### config.mk
export PLATFORM = sky130hd
export DESIGN_NAME = serial_reg_slave
export DESIGN_NICKNAME = d
export VERILOG_FILES = /design/src/rtl/srs_pkg.sv /design/src/rtl/srs_ctrl.sv /design/src/rtl/srs_datapath.sv /design/src/rtl/serial_reg_slave.sv
export SDC_FILE = /design/constraint.sdc
export NUM_CORES = 1
export LEC_CHECK = 0
export BUFFER_PORTS_ARGS = -buffer_cell sky130_fd_sc_hd__clkbuf_2
export CAP_MARGIN = 5
export CORE_UTILIZATION = 24
export CTS_BUF_LIST = sky130_fd_sc_hd__clkbuf_4
export DETAILED_ROUTE_END_ITERATION = 6
export GPL_ROUTABILITY_DRIVEN = 0
export PLACE_DENSITY = 0.46
export SLEW_MARGIN = 10
export SYNTH_ARGS = -nofsm -noshare
export SYNTH_HDL_FRONTEND = slang
export SYNTH_HIERARCHICAL = 1
export SYNTH_SLANG_ARGS = --single-unit
export TNS_END_PERCENT = 5
### constraint.sdc
create_clock -name sysClk -period 3.8 [get_ports sysClk]
set_clock_uncertainty 0.2 [all_clocks]
set_input_delay 0.95 -clock sysClk [delete_from_list [all_inputs] [get_ports sysClk]]
set_output_delay 0.95 -clock sysClk [all_outputs]
set_load 0.01 [all_outputs]
### src/rtl/srs_pkg.sv
package srs_pkg;

  localparam int DATA_W = 8;
  localparam int ADDR_W = 6;

  // Rising-edge numbers inside a frame (1-based)
  localparam logic [4:0] BIT_DIR      = 5'd1;
  localparam logic [4:0] BIT_ADDR_LO  = 5'd2;
  localparam logic [4:0] BIT_ADDR_HI  = 5'd7;
  localparam logic [4:0] BIT_TURN     = 5'd8;
  localparam logic [4:0] BIT_DATA_LO  = 5'd9;
  localparam logic [4:0] BIT_LAST     = 5'd16;
  localparam logic [4:0] LAUNCH_FIRST = 5'd8;
  localparam logic [4:0] LAUNCH_LAST  = 5'd15;

  typedef struct packed {
    logic       sampleEn;   // rising serial edge to consume
    logic [4:0] riseNum;    // its 1-based number
    logic       launchEn;   // falling edge that launches read data
    logic [2:0] launchIdx;  // data bit to launch
    logic       frameIdle;  // no frame in progress
    logic       regReset;   // filtered master reset
    logic       sdiBit;     // synchronized serial input
  } ctlStrobe_t;

endpackage

### src/rtl/srs_ctrl.sv
module srs_ctrl
  import srs_pkg::*;
#(
  parameter int FILTER_CYCLES = 2500,
  parameter int SYNC_STAGES   = 2
) (
  input  logic       sysClk,
  input  logic       sysRstN,
  input  logic       sclk,
  input  logic       csN,
  input  logic       sdi,
  input  logic       hostMode,
  input  logic       mstRstN,
  output ctlStrobe_t strobe,
  output logic [4:0] riseCnt
);

  localparam int PIN_N = 5;
  localparam int CNT_W = $clog2(FILTER_CYCLES + 1);
  localparam logic [CNT_W-1:0] CNT_MAX = CNT_W'(FILTER_CYCLES);
  // pin order: sclk, csN, sdi, hostMode, mstRstN
  localparam logic [PIN_N-1:0] PIN_IDLE = 5'b01001;

  logic [SYNC_STAGES-1:0][PIN_N-1:0] syncChain;
  logic [PIN_N-1:0] pinSync;
  logic sclkDly;
  logic [CNT_W-1:0] lowCnt;

  always_ff @(posedge sysClk or negedge sysRstN) begin
    if (!sysRstN) syncChain[0] <= PIN_IDLE;
    else          syncChain[0] <= {sclk, csN, sdi, hostMode, mstRstN};
  end

  generate
    for (genvar s = 1; s < SYNC_STAGES; s++) begin : g_sync
      always_ff @(posedge sysClk or negedge sysRstN) begin
        if (!sysRstN) syncChain[s] <= PIN_IDLE;
        else          syncChain[s] <= syncChain[s-1];
      end
    end
  endgenerate

  assign pinSync = syncChain[SYNC_STAGES-1];

  logic sclkS, csS, sdiS, hostS, mstS;
  assign {sclkS, csS, sdiS, hostS, mstS} = pinSync;

  logic frameActive, riseEdge, fallEdge;
  assign frameActive = hostS & ~csS;
  assign riseEdge    = sclkS & ~sclkDly;
  assign fallEdge    = ~sclkS & sclkDly;

  always_ff @(posedge sysClk or negedge sysRstN) begin
    if (!sysRstN) begin
      sclkDly <= 1'b0;
      riseCnt <= '0;
    end else begin
      sclkDly <= sclkS;
      if (!frameActive)
        riseCnt <= '0;
      else if (riseEdge && riseCnt != BIT_LAST)
        riseCnt <= riseCnt + 5'd1;
    end
  end

  // master reset length filter
  always_ff @(posedge sysClk or negedge sysRstN) begin
    if (!sysRstN)              lowCnt <= '0;
    else if (mstS)             lowCnt <= '0;
    else if (lowCnt != CNT_MAX) lowCnt <= lowCnt + 1'b1;
  end

  always_comb begin
    strobe.sampleEn  = frameActive & riseEdge & (riseCnt != BIT_LAST);
    strobe.riseNum   = riseCnt + 5'd1;
    strobe.launchEn  = frameActive & fallEdge &
                       (riseCnt >= LAUNCH_FIRST) & (riseCnt <= LAUNCH_LAST);
    strobe.launchIdx = riseCnt[2:0];
    strobe.frameIdle = ~frameActive;
    strobe.regReset  = (lowCnt == CNT_MAX);
    strobe.sdiBit    = sdiS;
  end

endmodule

### src/rtl/srs_datapath.sv
module srs_datapath
  import srs_pkg::*;
#(
  parameter int              NUM_REGS   = 8,
  parameter int              ALARM_W    = 4,
  parameter logic [DATA_W-1:0] RESET_BASE = 8'hA0
) (
  input  logic                              sysClk,
  input  logic                              sysRstN,
  input  ctlStrobe_t                        strobe,
  input  logic [ALARM_W-1:0]                alarmIn,
  output logic                              sdo,
  output logic                              sdoOe,
  output logic                              intrN,
  output logic [ALARM_W-1:0]                alarmCopy,
  output logic [NUM_REGS-1:1][DATA_W-1:0]   rwRegs
);

  logic              isRead;
  logic [ADDR_W-1:0] addr;
  logic [DATA_W-1:0] rdBuf;
  logic [DATA_W-2:0] wrBuf;
  logic [DATA_W-1:0] readVal;
  logic              intrPend;
  logic              statusClr;
  logic              alarmDiff;
  logic              commitEn;

  // read multiplexer over the address map
  always_comb begin
    readVal = '0;
    if (addr == '0) readVal = DATA_W'(alarmCopy);
    for (int i = 1; i < NUM_REGS; i++)
      if (addr == ADDR_W'(i)) readVal = rwRegs[i];
  end

  assign statusClr = strobe.sampleEn && strobe.riseNum == BIT_TURN && isRead && addr == '0;
  assign commitEn  = strobe.sampleEn && strobe.riseNum == BIT_LAST && !isRead;
  assign alarmDiff = alarmIn != alarmCopy;

  // frame decode and shifting
  always_ff @(posedge sysClk or negedge sysRstN) begin
    if (!sysRstN) begin
      isRead <= 1'b0;
      addr   <= '0;
      rdBuf  <= '0;
      wrBuf  <= '0;
      sdo    <= 1'b0;
      sdoOe  <= 1'b0;
    end else if (strobe.frameIdle) begin
      isRead <= 1'b0;
      sdo    <= 1'b0;
      sdoOe  <= 1'b0;
    end else begin
      if (strobe.sampleEn) begin
        if (strobe.riseNum == BIT_DIR) begin
          isRead <= strobe.sdiBit;
          sdoOe  <= strobe.sdiBit;
        end else if (strobe.riseNum >= BIT_ADDR_LO && strobe.riseNum <= BIT_ADDR_HI) begin
          addr <= {addr[ADDR_W-2:0], strobe.sdiBit};
        end else if (strobe.riseNum == BIT_TURN) begin
          if (isRead) rdBuf <= readVal;
        end else if (strobe.riseNum < BIT_LAST) begin
          wrBuf[3'(strobe.riseNum - BIT_DATA_LO)] <= strobe.sdiBit;
        end
      end
      if (strobe.launchEn) sdo <= rdBuf[strobe.launchIdx];
    end
  end

  // register file
  always_ff @(posedge sysClk or negedge sysRstN) begin
    if (!sysRstN) begin
      for (int i = 1; i < NUM_REGS; i++) rwRegs[i] <= RESET_BASE + DATA_W'(i);
    end else if (strobe.regReset) begin
      for (int i = 1; i < NUM_REGS; i++) rwRegs[i] <= RESET_BASE + DATA_W'(i);
    end else if (commitEn) begin
      for (int i = 1; i < NUM_REGS; i++)
        if (addr == ADDR_W'(i)) rwRegs[i] <= {strobe.sdiBit, wrBuf};
    end
  end

  // alarm copy and interrupt latch; a change wins over a clear
  always_ff @(posedge sysClk or negedge sysRstN) begin
    if (!sysRstN) begin
      alarmCopy <= '0;
      intrPend  <= 1'b0;
    end else begin
      alarmCopy <= alarmIn;
      if (strobe.regReset)  intrPend <= 1'b0;
      else if (alarmDiff)   intrPend <= 1'b1;
      else if (statusClr)   intrPend <= 1'b0;
    end
  end

  assign intrN = ~intrPend;

endmodule

### src/rtl/serial_reg_slave.sv
module serial_reg_slave
  import srs_pkg::*;
#(
  parameter int                NUM_REGS      = 8,
  parameter int                ALARM_W       = 4,
  parameter logic [DATA_W-1:0] RESET_BASE    = 8'hA0,
  parameter int                FILTER_CYCLES = 2500,
  parameter int                SYNC_STAGES   = 2
) (
  input  logic               sysClk,
  input  logic               sysRstN,
  input  logic               hostMode,
  input  logic               csN,
  input  logic               sclk,
  input  logic               sdi,
  output logic               sdo,
  output logic               sdoOe,
  output logic               intrN,
  input  logic               mstRstN,
  input  logic [ALARM_W-1:0] alarmIn
);

  ctlStrobe_t strobe;
  logic [4:0] riseCnt;
  logic [ALARM_W-1:0] alarmCopy;
  logic [NUM_REGS-1:1][DATA_W-1:0] rwRegs;

  srs_ctrl #(
    .FILTER_CYCLES(FILTER_CYCLES),
    .SYNC_STAGES  (SYNC_STAGES)
  ) u_ctrl (
    .sysClk  (sysClk),
    .sysRstN (sysRstN),
    .sclk    (sclk),
    .csN     (csN),
    .sdi     (sdi),
    .hostMode(hostMode),
    .mstRstN (mstRstN),
    .strobe  (strobe),
    .riseCnt (riseCnt)
  );

  srs_datapath #(
    .NUM_REGS  (NUM_REGS),
    .ALARM_W   (ALARM_W),
    .RESET_BASE(RESET_BASE)
  ) u_dp (
    .sysClk   (sysClk),
    .sysRstN  (sysRstN),
    .strobe   (strobe),
    .alarmIn  (alarmIn),
    .sdo      (sdo),
    .sdoOe    (sdoOe),
    .intrN    (intrN),
    .alarmCopy(alarmCopy),
    .rwRegs   (rwRegs)
  );

endmodule

**Word-level counts from Yosys, hierarchy flattened**

Cells that the tools add are included.

- Flip-flop bits (word level): 112
- Input bits: 11
- Output and inout port bits: 3
- Logic and storage cells: 128

- Add/subtract/negate cells: 3
- Magnitude comparators: 8
- Equal/unequal tests: 18
- Mux-type cells: 34
- Bitwise logic cells: 15
- Reductions and logical operators: 31

Operator list:

| operator | number |
|---|---|
| 56-bit 2-to-1 mux | 2 |
| 8-bit 2-to-1 mux | 14 |
| 6-bit by 3-bit equality test with 1-bit output, second input constant | 4 |
| 12-bit 2-to-1 mux | 2 |
| 2-bit nonzero test | 9 |
| 2-bit AND reduction | 8 |
| 12-bit by 1-bit adder with 12-bit output, second input constant | 1 |
| 12-bit equality test, second input constant | 1 |
| 6-bit by 2-bit equality test with 1-bit output, second input constant | 2 |
| 12-bit != test, second input constant | 1 |
| 6-bit AND reduction | 2 |
| 1-bit 2-to-1 mux | 10 |
| 5-bit 2-to-1 mux | 2 |
| 1-bit bitwise AND | 8 |
| 1-bit logical AND | 8 |
| 3-bit by 4-bit < comparator with 1-bit output, second input constant | 2 |
| 7-bit bitwise mux | 1 |
| 1-bit NOT | 7 |
| 6-bit by 1-bit equality test with 1-bit output, second input constant | 1 |
| 6-bit logical NOT | 1 |
| 5-bit by 1-bit adder with 5-bit output, second input constant | 1 |
| 5-bit by 1-bit equality test with 1-bit output, second input constant | 1 |
| 5-bit by 4-bit equality test with 1-bit output, second input constant | 1 |
| 5-bit equality test, second input constant | 1 |
| 17 further kinds | 19 |

**Longest topological paths before layout**

Gate-level depths: netlist of the first run.

- Depth in word-level cells: 10
- Depth in mapped cells: 10
- Depth with buffers taken out: 9

**Modules after synthesis**

The synthesis of the first run kept the hierarchy.

By module, submodules not included:

| module | times used | cells each | area an instance (µm²) | sequential area each (µm²) |
|---|---|---|---|---|
| srs_datapath | 1 | 423 | 4299.1 | 2134.5 |
| srs_ctrl | 1 | 125 | 1330.0 | 705.7 |

**Worst setup path after synthesis of the first run**

No wires, ideal clock.

- Kind: reg-to-reg
- From: reg u_ctrl.riseCnt[0]
- To: reg u_dp.wrBuf[3]
- Library setup time: 0.128 ns
- Data arrival time: 2.680 ns
- Required time: 3.472 ns
- Path slack: 0.792 ns
- Stages on the path, launching flop included: 10
- Path buffers: 0
- Clock period less this slack: 3.008 ns
- Path through: dfrtp_1 -> inv_1 -> ha_1 -> nor4bb_1 -> nor3_1 -> nand2b_1 -> or4b_1 -> or3_4 -> nor3_2 -> mux2_1

RTL lines:

| what | line | source |
|---|---|---|
| start: declaration | srs_ctrl.sv:15 | `output logic [4:0] riseCnt` |
| start signal: assignment | srs_ctrl.sv:62 | `riseCnt <= riseCnt + 5'd1;` |
| end signal: indexed assignment | srs_datapath.sv:64 | `wrBuf[3'(strobe.riseNum - BIT_DATA_LO)] <= strobe.sdiBit;` |
| end: declaration | srs_datapath.sv:22 | `logic [DATA_W-2:0] wrBuf;` |

==> results of run 1 <==
## flip-flops by register name, indices dropped and copies added (netlist names)
name	cells
u_ctrl/pinSync	5
u_dp/sdo	1
u_dp/intrPend	1
u_dp/wrBuf	7
u_dp/addr	6
u_ctrl/sclkDly	1
u_ctrl/riseCnt	5
u_ctrl/syncChain	5
u_dp/isRead	1
u_dp/alarmCopy	4
u_ctrl/lowCnt	12
u_dp/rdBuf	8
u_dp/rwRegs	56
## area by class of cell
class,instances,area (sq um)
Antenna cell,1,2.50
Clock buffer,10,75.1
Clock inverter,6,33.8
Fill cell,2432,16700
Inverter,15,56.3
Multi-Input combinational cell,384,2560
Sequential cell,112,2840
Tap cell,313,392
Timing Repair Buffer,23,168
## worst register-to-register path, stage by stage (launching register included)
cell and delay [ns]:
sky130_fd_sc_hd__dfrtp_1 0.51, sky130_fd_sc_hd__inv_1 0.18, sky130_fd_sc_hd__ha_1 0.44, sky130_fd_sc_hd__inv_1 0.12
sky130_fd_sc_hd__ha_1 0.20, sky130_fd_sc_hd__nor4b_2 0.17, sky130_fd_sc_hd__or4b_1 0.59, sky130_fd_sc_hd__or3_4 0.37
sky130_fd_sc_hd__nor2_1 0.13, sky130_fd_sc_hd__mux2_1 0.33
## per-stage QoR
stage	worst slack [ns]	hold WS (ns)
2_1_floorplan	0.792	0.131
3_3_place_gp	0.570	0.134
3_5_place_dp	0.458	0.137
4_1_cts	0.446	0.168
5_1_grt	0.256	0.176
6_report	0.469	0.166
## cell usage in the layout, fill, tap and decap left out, types with 13 or more instances in the layout
cell type and n:
sky130_fd_sc_hd__nor2b_1 13, sky130_fd_sc_hd__nand3b_1 17, sky130_fd_sc_hd__a21oi_1 39, sky130_fd_sc_hd__inv_1 15, sky130_fd_sc_hd__nand3_1 18, sky130_fd_sc_hd__dfrtp_1 82, sky130_fd_sc_hd__nand2_1 88, sky130_fd_sc_hd__dfstp_2 30
sky130_fd_sc_hd__nor2_1 40, sky130_fd_sc_hd__o21ai_0 22, sky130_fd_sc_hd__mux2i_1 16
## routing by layer
metal / track usage, % / vias up
met5: 0 / -
met4: 3.68 / 0
met3: 2.87 / 18
met2: 19.7 / 74
met1: 16.4 / 1989
li1: - / 1909
## synthesized netlist by cell type, drive strengths merged, types with 13 or more instances
cell type / instances / area (sq um)
nand3: 18 / 90.1
o21ai: 22 / 110
dfstp: 30 / 788
inv: 15 / 56.3
a21oi: 39 / 195
mux2: 16 / 184
dfrtp: 82 / 2050
nand3b: 17 / 128
buf: 16 / 96.3
nor2: 40 / 150
nand2: 88 / 330
nor2b: 13 / 81.3
clkbuf: 21 / 78.8
mux2i: 16 / 160
## final timing paths
path                                               start                     endpoint  slack, ns  cells after the start
max in group asynchronous                        sysRstN  u_ctrl/pinSync[0]$_DFF_PN1_       2.37                      2
setup reg to reg           u_ctrl/riseCnt[0]$_DFFE_PN0P_    u_dp/wrBuf[5]$_DFFE_PN0P_       0.47                      9
hold reg to reg            u_ctrl/syncChain[0]$_DFF_PN1_  u_ctrl/pinSync[0]$_DFF_PN1_       0.17                      0
min in group asynchronous                        sysRstN  u_ctrl/pinSync[4]$_DFF_PN0_       0.20                      1
setup / recovery           u_ctrl/riseCnt[0]$_DFFE_PN0P_    u_dp/wrBuf[5]$_DFFE_PN0P_       0.47                      9
hold / removal             u_ctrl/syncChain[0]$_DFF_PN1_  u_ctrl/pinSync[0]$_DFF_PN1_       0.17                      0
## power groups by stage
stage / Sequential, mW / Clock, mW / Combinational (mW)
finish: 1.22 / 0.533 / 0.0772
global route: 1.23 / 0.611 / 0.0874
CTS: 1.22 / 0.568 / 0.0801
detailed placement: 1.24 / 0 / 0.0797
global placement: 1.24 / 0 / 0.0776
floorplan: 1.23 / 0 / 0.0416
## logic make-up (layout without fill, tap and decap cells)
logic type	Yosys count	count (layout)	synth area share (%)
muxes	42	42	10.1
buffers and inverters	52	54	4.11
and+or+nand+nor	230	230	21.6
DFF	112	112	50.5
AOI/OAI and AO/OA	93	93	10.1
xor gates and xnor gates	9	9	1.40
other	0	1	0
adders and majority gates	10	10	2.22
==> run metrics, run 1 <==
run status=finished clean; DRC=0; number of global-route vias before repair=4032; Main synth FF type=sky130_fd_sc_hd__dfrtp_1; die width=155 um; clock-pin transition on the worst setup and hold timing paths=0.16 ns; # IOs=14; CP required=3.99 ns; routed wire length=13800 um; logic gate share of total power=4.2%; Pre-Repair DR Iteration Count=5; area after detailed placement=0.00601 sq mm; insertion delay of the later-clocked pin in the worst-skew pair=0.49 ns; net switching power figure=457 uW; final core utilization=26.8%; mean instance size in the synthesized netlist=10.3 sq um; share of cells above drive strength 1=18.9%; layout net count=566; clock tree from TritonCTS=yes; max-cap check violation count=0; distinct cell type count after synthesis=56; Synth async-reset ratio=100%; class of the most critical hold timing path=flip-flop to flip-flop; largest driver fanout on the critical path=7; warning count from the yosys run=6; maximum single-stage delay on the critical path=0.59 ns; Fmax=0.300 GHz; hold-fix buffer count after cts=0; Final Max Slew Viols=0; RSZ-0062 raised after global routing=no; Synth-to-Final Area Change=8.80%; sort of element at the start of the critical path=flip-flop; maximum root-to-sink buffer count=2; number of H-tree levels=3; leak pwr=2.60 nW; met1 routed wirelength after detailed routing=6490 um; amount of wire on met3 after detailed routing=484 um; summed area of non-filler cells in the final layout=0.00612 sq mm; Arr. time, crit path=3.52 ns; global-route congestion overflow total=0; number of flops mapped to enable cells by yosys=0; CP bufs+invs=2; Syn Nets=569; Die Footprint=0.0241 sq mm; Post-DP HPWL=9320 um; number of endpoints failing setup at the final stage=0; Clock power frac=29.1%; Detail Route Antenna Nets=0; Cell Chain, Critical Path=inv_1 -> ha_1 -> inv_1 -> ha_1 -> nor4b_2 -> or4b_1 -> or3_4 -> nor2_1 -> mux2_1; capturing element type of the critical path=flip-flop; Synth Cell Area=0.00563 sq mm; final worst path period share=87.7%; post-cts resize count=0; maximum number of pins on one net before global-route repair=76; Setup TNS=0 ns; global-route wire length before repair=22600 um; clk sink count=112; Sequential Power Share=66.7%; count of final hold-check violations=0; power density over the cells=299 mW/mm^2; Avg WL per Cell=15.9 um; number of rows in the core area=55; iteration-0 DRC count of the detailed router=262; cell at the root of the clock tree=sky130_fd_sc_hd__clkbuf_4; startpoint-to-endpoint class of the critical path=flip-flop to flip-flop; number of cells in the finished layout apart from fillers=864; top layer in use=met4; flop and latch count out of synthesis=112; count of buffers added by post-CTS timing repair for setup=0; Initial Utilization=24.6%; Max-Slew Margin vs Limit=42.6%; die height=155 um; highest ir drop seen on vdd=0.130 mV; Core Footprint=0.0228 sq mm; ratio of routed vias to standard cells=4.62; post-synthesis cell count=548; routed via count=3990; GR Util All Layers=12.3%; antenna violations before repair=1; TritonCTS Buffers=9; sequential cell area fraction in the yosys report=50.5%; category of cells accounting for the largest share of critical-path delay=simple AND/OR/NAND/NOR gates; Met2 Routed Length=6500 um; Critical-path top delay cell=sky130_fd_sc_hd__or4b_1; share of total power consumed by net switching=25.0%; overall power of the completed layout=1.83 mW; transition time at the pin with the least slew margin=0.861 ns; internal power of the cells=1.38 mW; Buffers on Ports=13; post-layout min period=3.33 ns; placed insts=847
Power figures use the tool's default switching activity.
==> inputs of run 2 (changes only) <==
CTS_BUF_LIST = sky130_fd_sc_hd__clkbuf_8 sky130_fd_sc_hd__clkbuf_16   (was sky130_fd_sc_hd__clkbuf_4)
RECOVER_POWER = 50   (was default)
==> run 2 against run 1 <==
The flow now finishes with violations (capacitance limit, slew limit); final area is 2.8% higher; fmax is essentially flat; total power is 22% higher; clock power up 76%; critical path type unchanged; highest routed layer unchanged; critical path depth unchanged; first-iteration DRC count grew 6.9%.
==> run metrics, run 2 (synthesized netlist as in run 1, its figures left out) <==
highest ir drop seen on vdd=0.174 mV; internal power of the cells=1.73 mW; number of antenna repair diodes=0; final worst path period share=87.7%; count of buffers added by post-CTS timing repair for setup=0; iteration-0 DRC count of the detailed router=280; routed via count=4000; class of the most critical hold timing path=flip-flop to flip-flop; run status=complete, but fails checks; clk sink count=112; routed wire length=13800 um; # IOs=14; cell depth of the worst hold path=0; overall power of the completed layout=2.24 mW; max reg flops=56; CP required=3.84 ns; Max-Slew Margin vs Limit=-44.8%; transition time at the pin with the least slew margin=2.17 ns; insertion delay of the later-clocked pin in the worst-skew pair=0.36 ns; startpoint-to-endpoint class of the critical path=flip-flop to flip-flop; Final Max Slew Viols=38; clock tree from TritonCTS=yes; critical path startpoint=u_ctrl/riseCnt[0]$_DFFE_PN0P_; Clock power frac=42.0%; Post-DP HPWL=9320 um; number of endpoints failing setup at the final stage=0; Reg with most FFs=u_dp/rwRegs; Initial Utilization=24.6%; placed insts=847; Reg-to-Reg End=u_dp/wrBuf[5]$_DFFE_PN0P_; number of H-tree levels=3; DRC=0; layout net count=566; Synth-to-Final Area Change=11.9%; maximum number of pins on one net before global-route repair=76; post-layout min period=3.33 ns; violated checks=capacitance limit, slew limit; Pre-Repair DR Iteration Count=4; net switching power figure=505 uW; most frequent standard cell in the layout excluding fill and tap cells=sky130_fd_sc_hd__nand2_1; post-cts resize count=0; die width=155 um; ratio of routed vias to standard cells=4.63; share of total power consumed by net switching=22.5%; logic gate share of total power=3.4%; worst reg-to-reg setup slack=0.47 ns; max-cap check violation count=1; Detail Route Antenna Nets=0; cell at the root of the clock tree=sky130_fd_sc_hd__clkbuf_16; largest driver fanout on the critical path=7; count of final hold-check violations=0; share of cells above drive strength 1=18.4%; Sequential Power Share=54.6%; antenna violations before repair=0; Arr. time, crit path=3.37 ns; global-route wire length before repair=22600 um; Worst Reg2Reg Path Length in Cells=9; top library cells by usage in the layout, fill and taps aside=sky130_fd_sc_hd__nand2_1, sky130_fd_sc_hd__dfrtp_1, sky130_fd_sc_hd__nor2_1; Final Hold Slack=0.151 ns; leak pwr=2.68 nW; Buffers on Ports=13; Setup TNS=0 ns; Core Footprint=0.0228 sq mm; power density over the cells=355 mW/mm^2; GR Util All Layers=12.2%; R2R Path Start=u_ctrl/riseCnt[0]$_DFFE_PN0P_; sort of element at the start of the critical path=flip-flop; Fmax=0.300 GHz; clock-pin transition on the worst setup and hold timing paths=0.07 ns; number of cells in the finished layout apart from fillers=863; capturing element type of the critical path=flip-flop; TritonCTS Buffers=9; hold-fix buffer count after cts=0; largest registers=u_dp/rwRegs: 56 flops, u_ctrl/lowCnt: 12 flops, u_dp/rdBuf: 8 flops; number of rows in the core area=55; die height=155 um; global-route congestion overflow total=0; Die Footprint=0.0241 sq mm; Critical Path End=u_dp/wrBuf[5]$_DFFE_PN0P_; RSZ-0062 raised after global routing=no; number of global-route vias before repair=4047; maximum root-to-sink buffer count=2; Avg WL per Cell=16.0 um
## run 2: area by class of cell
class	instances	area (sq um)
Clock buffer	12	267
Clock inverter	4	26.3
Fill cell	2419	16500
Inverter	15	56.3
Multi-Input combinational cell	384	2560
Sequential cell	112	2840
Tap cell	313	392
Timing Repair Buffer	23	159
## run 2: worst min-delay path by stage
stage                                  startpoint                          end
finish              u_ctrl/syncChain[1]$_DFF_PN0_  u_ctrl/pinSync[1]$_DFF_PN0_
CTS                 u_ctrl/syncChain[1]$_DFF_PN0_  u_ctrl/pinSync[1]$_DFF_PN0_
global placement    u_ctrl/syncChain[1]$_DFF_PN0_  u_ctrl/pinSync[1]$_DFF_PN0_
floorplan           u_ctrl/syncChain[1]$_DFF_PN0_  u_ctrl/pinSync[1]$_DFF_PN0_
global route        u_ctrl/syncChain[3]$_DFF_PN1_  u_ctrl/pinSync[3]$_DFF_PN1_
detailed placement  u_ctrl/syncChain[1]$_DFF_PN0_  u_ctrl/pinSync[1]$_DFF_PN0_
## run 2: per-layer routing
| layer | vias to the layer above | track usage, % | wire length [um] |
|---|---|---|---|
| met1 | 2003 | 16.3 | 6470 |
| met2 | 79 | 19.9 | 6630 |
| li1 | 1904 | - | - |
| met3 | 14 | 2.84 | 483 |
| met4 | 0 | 3.25 | 225 |
| met5 | - | 0 | 0 |
## run 2: power groups by stage
stage	registers (mW)	clock network [mW]	logic [mW]
after floorplan	1.23	0	0.0416
after global placement	1.24	0	0.0776
after detailed placement	1.24	0	0.0797
after CTS	1.22	0.972	0.0801
after global routing	1.22	1.02	0.0866
final	1.22	0.940	0.0766
## run 2: critical path: stages (launching register included)
cell                      delay, ns
sky130_fd_sc_hd__dfrtp_1       0.48
sky130_fd_sc_hd__inv_1         0.18
sky130_fd_sc_hd__ha_1          0.44
sky130_fd_sc_hd__inv_1         0.12
sky130_fd_sc_hd__ha_1          0.20
sky130_fd_sc_hd__nor4b_2       0.17
sky130_fd_sc_hd__or4b_1        0.59
sky130_fd_sc_hd__or3_4         0.37
sky130_fd_sc_hd__nor2_1        0.13
sky130_fd_sc_hd__mux2_1        0.33
## run 2: metrics by stage
stage	utilization, %	cell area (sq um)	setup WS (ns)
floorplan	-	5630	0.792
global placement	26.3	6010	0.570
detailed placement	26.3	6010	0.458
CTS	27.6	6310	0.454
global route	27.6	6300	0.264
finish	27.6	6300	0.467
==> inputs of run 3 (changes only) <==
--- a/config.mk
+++ b/config.mk
@@ -14,3 +14,2 @@
 export PLACE_DENSITY = 0.46
-export RECOVER_POWER = 50
 export SLEW_MARGIN = 10
--- a/constraint.sdc
+++ b/constraint.sdc
@@ -4,2 +4,2 @@
 set_output_delay 0.95 -clock sysClk [all_outputs]
-set_load 0.01 [all_outputs]
+set_load 0.05 [all_outputs]
==> run 3 against run 2 <==
Fmax shrank 0.11%; the flow now finishes without violations; critical path depth did not move; clock power hardly changed; critical path type unchanged.
==> run metrics, run 3 (synthesized netlist as in run 1, its figures left out) <==
run status=finished clean; global-route congestion overflow total=0; Final Hold Slack=0.151 ns; number of endpoints failing setup at the final stage=0; area taken by multi-input logic gates=0.00256 sq mm; layout net count=566; top library cells by usage in the layout, fill and taps aside=sky130_fd_sc_hd__nand2_1, sky130_fd_sc_hd__dfrtp_1, sky130_fd_sc_hd__nor2_1; capturing element type of the critical path=flip-flop; pre-CTS setup slack=0.458 ns; Worst Reg2Reg Path Length in Cells=9; global-route wire length before repair=22600 um; Core Footprint=0.0228 sq mm; max-cap check violation count=0; largest registers=u_dp/rwRegs: 56 flops, u_ctrl/lowCnt: 12 flops, u_dp/rdBuf: 8 flops; R2R Path Start=u_ctrl/riseCnt[0]$_DFFE_PN0P_; final core utilization=27.6%; cell depth of the worst hold path=0; endpoint with the worst hold slack=u_ctrl/pinSync[1]$_DFF_PN0_; Max-Slew Margin vs Limit=42.6%; Avg WL per Cell=16.0 um; maximum single-stage delay on the critical path=0.59 ns; launch instance of the worst min-delay path=u_ctrl/syncChain[1]$_DFF_PN0_; worst setup slack after layout=0.463 ns; GR Util All Layers=12.2%; number of cells in the finished layout apart from fillers=863; layout filler cell count=2418; routed wire length=13800 um; Arr. time, crit path=3.37 ns; gr busiest metal=met2; Post-DP HPWL=9320 um; FF+latch area=0.00284 sq mm; count of final hold-check violations=0; worst reg-to-reg setup slack=0.46 ns; die height=155 um; maximum root-to-sink buffer count=2; Die Footprint=0.0241 sq mm; max reg flops=56; maximum number of pins on one net before global-route repair=76; Pre-Repair DR Iteration Count=4; Synth-to-Final Area Change=12.0%; clock tree from TritonCTS=yes; Detail Route Antenna Nets=0; antenna violations before repair=0; clk sink count=112; GRT met1 Usage=16.3%; CP required=3.84 ns; post-cts resize count=0; startpoint-to-endpoint class of the critical path=flip-flop to flip-flop; number of H-tree levels=3; RSZ-0062 raised after global routing=no; final worst path period share=87.8%; number of antenna repair diodes=0; Critical-path top delay cell=sky130_fd_sc_hd__or4b_1; CP bufs+invs=2; Reg with most FFs=u_dp/rwRegs; sort of element at the start of the critical path=flip-flop; post-layout min period=3.34 ns; cell at the root of the clock tree=sky130_fd_sc_hd__clkbuf_16; insertion delay of the later-clocked pin in the worst-skew pair=0.36 ns; leak pwr=2.69 nW; power density over the cells=355 mW/mm^2; die width=155 um; DRC=0; routed via count=3995; grt met2 use=19.9%; most frequent standard cell in the layout excluding fill and tap cells=sky130_fd_sc_hd__nand2_1; class of the most critical hold timing path=flip-flop to flip-flop; iteration-0 DRC count of the detailed router=258; # IOs=14; Final Max Slew Viols=0; category of cells accounting for the largest share of critical-path delay=simple AND/OR/NAND/NOR gates; share of cells above drive strength 1=19.3%; largest driver fanout on the critical path=7; hold-fix buffer count after cts=0; number of rows in the core area=55; GR Util met3=2.84%; number of global-route vias before repair=4047; TritonCTS Buffers=9; Initial Utilization=24.6%; ratio of routed vias to standard cells=4.63; Buffers on Ports=13; Reg-to-Reg End=u_dp/wrBuf[5]$_DFFE_PN0P_; clock-pin transition on the worst setup and hold timing paths=0.07 ns; Setup TNS=0 ns; Cell Chain, Critical Path=inv_1 -> ha_1 -> inv_1 -> ha_1 -> nor4b_2 -> or4b_1 -> or3_4 -> nor2_1 -> mux2_1; Fmax=0.300 GHz; highest ir drop seen on vdd=0.174 mV; count of buffers added by post-CTS timing repair for setup=0; transition time at the pin with the least slew margin=0.861 ns; placed insts=847
run 3: changes by cell type in the layout (fill, tap and decap cells not counted), sizes merged:
cell	previous run	this run
clkbuf	25	24
buf	10	11
run 3: per-stage QoR:
step                power (mW)  instance area, sq um
CTS                       2.27                  6310
global placement          1.32                  6010
detailed placement        1.32                  6010
finish                    2.24                  6310
floorplan                 1.28                  5630
global route              2.33                  6310
run 3: metal layers:
layer,share of wire (%),wire length [um]
met5,0,0
met2,48,6590
met3,3.3,459
met4,1.8,251
met1,47,6520
run 3: power breakdown:
part           total, mW  leakage [nW]  internal, mW  switching [mW]
clock              0.942         0.151         0.501           0.441
sequential          1.22          1.42          1.21          0.0150
combinational     0.0777          1.12        0.0274          0.0503
total               2.24          2.69          1.73           0.507
run 3: worst max path at each step:
stage	startpoint	endpoint	slack, ns	cells past startpoint
final	u_ctrl/riseCnt[0]$_DFFE_PN0P_	u_dp/wrBuf[5]$_DFFE_PN0P_	0.46	9
after global routing	u_ctrl/riseCnt[0]$_DFFE_PN0P_	u_dp/wrBuf[5]$_DFFE_PN0P_	0.26	9
after CTS	u_ctrl/riseCnt[0]$_DFFE_PN0P_	u_dp/wrBuf[3]$_DFFE_PN0P_	0.45	9
after detailed placement	u_ctrl/riseCnt[0]$_DFFE_PN0P_	u_dp/wrBuf[3]$_DFFE_PN0P_	0.46	9
after global placement	u_ctrl/riseCnt[0]$_DFFE_PN0P_	u_dp/wrBuf[5]$_DFFE_PN0P_	0.57	9
after floorplan	u_ctrl/riseCnt[0]$_DFFE_PN0P_	u_dp/wrBuf[3]$_DFFE_PN0P_	0.79	9
run 3: final cells by class:
| cell class | instances | share of cell area (%) |
|---|---|---|
| inverters | 15 | 0.893 |
| repair buffers | 23 | 2.66 |
| clock inverters | 4 | 0.417 |
| multi-input cells | 384 | 40.6 |
| flip-flops and latches | 112 | 45.0 |
| clock buffers | 12 | 4.23 |
| well taps | 313 | 6.21 |
